[config.mk]
export PLATFORM = sky130hd
export DESIGN_NAME = modem_status_unit
export DESIGN_NICKNAME = d
export VERILOG_FILES = /design/src/rtl/mdm_pkg.sv /design/src/rtl/mdm_sync.sv /design/src/rtl/mdm_line.sv /design/src/rtl/modem_status_unit.sv
export SDC_FILE = /design/constraint.sdc
export NUM_CORES = 1
export LEC_CHECK = 0
export BUFFER_PORTS_ARGS = -buffer_cell sky130_fd_sc_hd__buf_2
export CAP_MARGIN = 15
export CELL_PAD_IN_SITES_DETAIL_PLACEMENT = 0
export CELL_PAD_IN_SITES_GLOBAL_PLACEMENT = 1
export CORE_MARGIN = 5
export CORE_UTILIZATION = 38
export CTS_CLUSTER_DIAMETER = 40
export CTS_CLUSTER_SIZE = 28
export DETAILED_ROUTE_END_ITERATION = 12
export PLACE_DENSITY = 0.87
export REMOVE_ABC_BUFFERS = 1
export SYNTH_ARGS = -nofsm -noshare
export SYNTH_HDL_FRONTEND = slang
export SYNTH_SLANG_ARGS = --single-unit
[constraint.sdc]
create_clock -name clk -period 2.55 [get_ports clk]
set_input_delay 0.1275 -clock clk [delete_from_list [all_inputs] [get_ports clk]]
set_output_delay 0.1275 -clock clk [all_outputs]
set_load 0.05 [all_outputs]
[src/rtl/mdm_pkg.sv]
package mdm_pkg;
  localparam int NLINES = 4;
  typedef enum int {LN_CTS = 0, LN_DSR = 1, LN_RI = 2, LN_DCD = 3} line_e;
  // Level of each line after reset, bit i = line i
  localparam logic [NLINES-1:0] LINE_RST = 4'b0011;
endpackage

[src/rtl/mdm_sync.sv]
module mdm_sync #(
  parameter int WIDTH = 4,
  parameter int STAGES = 2,
  parameter logic [WIDTH-1:0] RST_VAL = '0
) (
  input  logic             clk,
  input  logic             rst,
  input  logic [WIDTH-1:0] d,
  output logic [WIDTH-1:0] q
);
  logic [STAGES-1:0][WIDTH-1:0] chain;

  always_ff @(posedge clk) begin
    if (rst) begin
      for (int s = 0; s < STAGES; s++) chain[s] <= RST_VAL;
    end else begin
      chain[0] <= d;
      for (int s = 1; s < STAGES; s++) chain[s] <= chain[s-1];
    end
  end

  assign q = chain[STAGES-1];
endmodule

[src/rtl/mdm_line.sv]
module mdm_line #(
  parameter logic RST_ST = 1'b0,
  parameter bit RISE_ONLY = 1'b0
) (
  input  logic clk,
  input  logic rst,
  input  logic src,
  input  logic rd_clr,
  output logic st_q,
  output logic flg_q,
  output logic flg_d
);
  logic chg, set_flag;

  always_comb begin
    chg = src ^ st_q;
    set_flag = RISE_ONLY ? (chg & src) : chg;
    // a new event wins over a concurrent read-clear
    flg_d = set_flag | (flg_q & ~rd_clr);
  end

  always_ff @(posedge clk) begin
    if (rst) begin
      st_q  <= RST_ST;
      flg_q <= 1'b0;
    end else begin
      st_q  <= src;
      flg_q <= flg_d;
    end
  end

  AST_STICKY_FLAG: assert property (@(posedge clk) disable iff (rst)
    (flg_q && !rd_clr) |=> flg_q);
  AST_FLAG_NEEDS_CHANGE: assert property (@(posedge clk) disable iff (rst)
    $rose(flg_q) |-> !$stable(st_q));
  AST_CHANGE_SETS_FLAG: assert property (@(posedge clk) disable iff (rst)
    (!RISE_ONLY && !$stable(st_q)) |-> flg_q);
  AST_RING_RISE_FLAG: assert property (@(posedge clk) disable iff (rst)
    (RISE_ONLY && $rose(st_q)) |-> flg_q);
  AST_RING_FALL_QUIET: assert property (@(posedge clk) disable iff (rst)
    (RISE_ONLY && $fell(st_q) && $past(rd_clr)) |-> !flg_q);
endmodule

[src/rtl/modem_status_unit.sv]
module modem_status_unit
  import mdm_pkg::*;
#(
  parameter int SYNC_STAGES = 2
) (
  input  logic       clk,
  input  logic       rst,
  input  logic       cts_pin,
  input  logic       dsr_pin,
  input  logic       ri_pin,
  input  logic       dcd_pin,
  input  logic       mcr_dtr,
  input  logic       mcr_rts,
  input  logic       mcr_out1,
  input  logic       mcr_out2,
  input  logic       mcr_loop,
  input  logic       msr_rd,
  output logic [7:0] msr_q,
  output logic       delta_pend
);
  logic [NLINES-1:0] pin_raw, pin_s, loop_src, src;
  logic [NLINES-1:0] st, flg, flg_nxt;
  logic              pend_q;

  assign pin_raw  = {dcd_pin, ri_pin, dsr_pin, cts_pin};
  assign loop_src = {mcr_out2, mcr_out1, mcr_dtr, mcr_rts};

  mdm_sync #(.WIDTH(NLINES), .STAGES(SYNC_STAGES), .RST_VAL(LINE_RST)) u_sync (
    .clk(clk), .rst(rst), .d(pin_raw), .q(pin_s)
  );

  assign src = mcr_loop ? loop_src : pin_s;

  for (genvar i = 0; i < NLINES; i++) begin : g_line
    mdm_line #(.RST_ST(LINE_RST[i]), .RISE_ONLY(i == LN_RI)) u_line (
      .clk(clk), .rst(rst), .src(src[i]), .rd_clr(msr_rd),
      .st_q(st[i]), .flg_q(flg[i]), .flg_d(flg_nxt[i])
    );
  end

  always_ff @(posedge clk) begin
    if (rst) pend_q <= 1'b0;
    else     pend_q <= |flg_nxt;
  end

  assign msr_q      = {st, flg};
  assign delta_pend = pend_q;

  AST_PEND_OR: assert property (@(posedge clk) disable iff (rst)
    delta_pend == (|msr_q[3:0]));
  AST_LOOP_MAP: assert property (@(posedge clk) disable iff (rst)
    mcr_loop |=> (msr_q[7:4] == $past({mcr_out2, mcr_out1, mcr_dtr, mcr_rts})));
  AST_READ_KEEPS_LEVELS: assert property (@(posedge clk) disable iff (rst)
    (msr_rd && $stable(src)) |=> $stable(msr_q[7:4]));
endmodule

==> impl_summary.log <==
[metrics] Total GRT Usage: 7.53%
[metrics] top cell type by total area after synthesis: dfxtp_1
[metrics] yosys synthesis warning count: 0
[metrics] number of nets with antenna violations after routing: 0
[metrics] hold-fix buffers at CTS: 0
[metrics] final sum of negative setup slack: 0 ns
[metrics] CTS clock-pin slew for the worst setup and hold paths: 0.08 ns
[metrics] average cell area after synthesis: 11.0 µm²
[metrics] smallest hold slack: 0.0253 ns
[metrics] DR vias/cell: 4.45
[metrics] count of buffer and inverter cells on the critical path: 1
[metrics] main combinational cell family by area after synthesis: simple AND/OR/NAND/NOR gates
[metrics] Pre-Repair DR Iteration Count: 3
[metrics] number of buffers on the longest clock path: 2
[metrics] crit-path max cell delay: 0.36 ns
[metrics] Setup violations, final: 0
[metrics] number of nets in the layout: 84
[metrics] Final Core Density: 45.2%
[metrics] clock tree skew after final layout: 0.00319 ns
[metrics] final period demand of the worst path: 1.03 ns
[metrics] top cell type's share of synthesized area: 54.4%
[metrics] Slew headroom: 83.4%
[metrics] drt total wl: 874 µm
[metrics] pin count of the biggest net entering global routing: 18
[metrics] post-synthesis sequential area ratio: 54.4%
[metrics] arrival time worst endpoint: 0.90 ns
[metrics] filler cell count: 164
[metrics] number of cells on the critical path: 1
[metrics] post-synthesis instance total: 57
[metrics] CP top delay family: flip-flops
[metrics] count of pins over their slew limit: 0
[metrics] Clk Tree Root Cell: clkbuf_4
[metrics] total CTS buffers: 3
[metrics] launch point of the worst path: g_line[1].u_line.flg_q$_SDFF_PP0_
[metrics] number of buffers added for setup after CTS: 0
[metrics] distinct cell type count of the synthesized netlist: 15
[metrics] pin slew with the least headroom to its limit: 0.249 ns
[metrics] #FFs+latches synth: 17
[metrics] number of cell instances on the worst register-to-register path: 4
[metrics] post-cts repair resize count: 0
[metrics] Power Density: 738 nW/µm²
[metrics] cell-by-cell listing of the critical path: buf_2
[metrics] minimum setup slack among reg-to-reg paths: 1.56 ns
[metrics] cell type of the slowest stage on the worst timing path: dfxtp_1
[metrics] Max H-tree Level: 1
[metrics] routed len/inst: 10.0 µm
[metrics] TritonCTS clock tree: built
[metrics] area share of and/or/nand/nor cells after synthesis: 14.2%
[metrics] most frequent standard cell in the layout excluding fill and tap cells: buf_2
[metrics] Critical Path Sink Type: output port
[metrics] result of the run: finished, final reports clean
[metrics] ratio of final minimum period to clock period: 40.4%
[metrics] overall power after layout: 0.000514 W
[metrics] leading cell types by total area after synthesis: dfxtp_1 (54%), buf_4 (9.6%), mux2i_2 (6.6%), nor2_1 (4.2%), a21oi_2 (4.2%)
[metrics] Sink Count: 17
[metrics] Vias: 387
[metrics] number of rows created at floorplan: 14
[metrics] Antenna Cells: 0
[metrics] RSZ-0062 raised after global routing: no
[metrics] worst flop-to-flop path startpoint: u_sync.q[0]$_SDFF_PP1_
[metrics] Leakage: 0.313 nW
[metrics] initial antenna violation count: 0
[metrics] I/O pin count: 21
[metrics] fraction of layout cells with a size suffix above 1: 46.5%
[metrics] required time at the endpoint of the critical path: 2.42 ns
[metrics] VDD IR max: 0.344 mV
[metrics] cell count after placement: 83
[metrics] Non-Filler Instances: 87
[metrics] share of cell area taken by muxes after synthesis: 8.20%
[metrics] total congestion overflow after global routing: 0
[metrics] Hold/Removal Path Class: in2reg
[metrics] count of unresolved DRC violations after routing: 0
[metrics] worst reg2reg endpoint: delta_pend$_SDFF_PP0_
[metrics] end point of the critical path: msr_q[1]
[metrics] number of buffer cells added on primary ports: 20
[metrics] Startpoint Class: register
[metrics] via count of the first global-routing pass: 370
[metrics] Compound-Gate Fraction of Synth Area: 6.40%
[metrics] summed instance area of the synthesized netlist: 626 µm²
[metrics] Post-Synth Adder-Cell Area: 0%
[metrics] clock latency of the later-clocked register in the worst-skew pair: 0.27 ns
[metrics] worst-path maximum fanout: 2
[metrics] die boundary height: 50.6 µm
[metrics] die area: 2560 µm²
[metrics] iteration-0 DRC count of the detailed router: 1
[metrics] post-synthesis share of cell area spent on xor and xnor gates: 4.20%
[metrics] wire length of the first global-routing pass: 1440 µm
[metrics] classification of the worst setup path: reg2out
[metrics] maximum achievable frequency: 0.971 GHz
[metrics] # Max-Cap Violations: 0
[metrics] Initial Utilization: 40.6%
[metrics] routability cong.: 0.687
[metrics] top library cells by usage in the layout, fill and taps aside: buf_2 (20), dfxtp_1 (17), nor2_1 (7)
[metrics] synth-to-layout area growth: 11.4%
[metrics] final hold violation count: 0
[metrics] Die X-Extent: 50.6 µm
[metrics] placeable core area: 1540 µm²
sequential cells by signal (all words and copies together), names as in the netlist:
name / cells
g_line.u_line.flg_q: 4
u_sync.chain: 4
delta_pend: 1
g_line.u_line.st_q: 4
u_sync.q: 4
worst min path at each step:
stage / start / endpoint / slack (ns) / cells after the start
floorplan: rst / u_sync.chain[2]$_SDFF_PP0_ / 0.20 / 1
global placement: dsr_pin / u_sync.chain[1]$_SDFF_PP1_ / 0.31 / 2
detailed placement: cts_pin / u_sync.chain[0]$_SDFF_PP1_ / 0.31 / 2
CTS: cts_pin / u_sync.chain[0]$_SDFF_PP1_ / 0.01 / 2
global route: cts_pin / u_sync.chain[0]$_SDFF_PP1_ / 0.02 / 2
finish: cts_pin / u_sync.chain[0]$_SDFF_PP1_ / 0.03 / 2
cell usage after synthesis:
cell	instances
mux2i_2	3
a41oi_1	1
buf_6	1
nand2b_1	2
or2_2	4
xnor2_1	3
dfxtp_1	17
nor2b_1	4
a21oi_2	3
a21oi_1	1
buf_4	8
clkbuf_1	1
inv_1	1
mux2i_1	1
nor2_1	7
layer usage:
layer	wire length [µm]	GRT usage [%]
met2	479	11.8
met1	300	7.91
met5	0	0
met3	94	5.33
met4	0	2.55
final cells by class:
cell class | count | area (µm²) | area share (%)
flip-flops and latches | 17 | 340 | 48.8
multi-input cells | 29 | 206 | 29.6
repair buffers | 20 | 100 | 14.4
clock buffers | 4 | 26.3 | 3.77
well taps | 16 | 20.0 | 2.87
inverters | 1 | 3.75 | 0.539
report_power, final:
group,internal [W],total [W],leakage [nW],switching (W)
Sequential,0.000282,0.000289,0.141,0.00000713
Combinational,0.0000314,0.0000943,0.157,0.0000629
Clock,0.0000606,0.000131,0.0150,0.0000700
cells by family (layout without fill, tap and decap cells):
family,Yosys count,after routing
AO/OA/AOI/OAI,5,5
buffers and inverters,11,25
AND/OR/NAND/NOR,17,17
multiplexers,4,4
XOR/XNOR,3,3
flip-flops,17,17
per-stage QoR:
step / worst slack, ns / cell area, µm²
floorplan: 1.40 / 551
global placement: 1.50 / 671
detailed placement: 1.47 / 671
CTS: 1.50 / 697
global route: 1.44 / 697
finish: 1.52 / 697
Power figures use the tool's default switching activity.
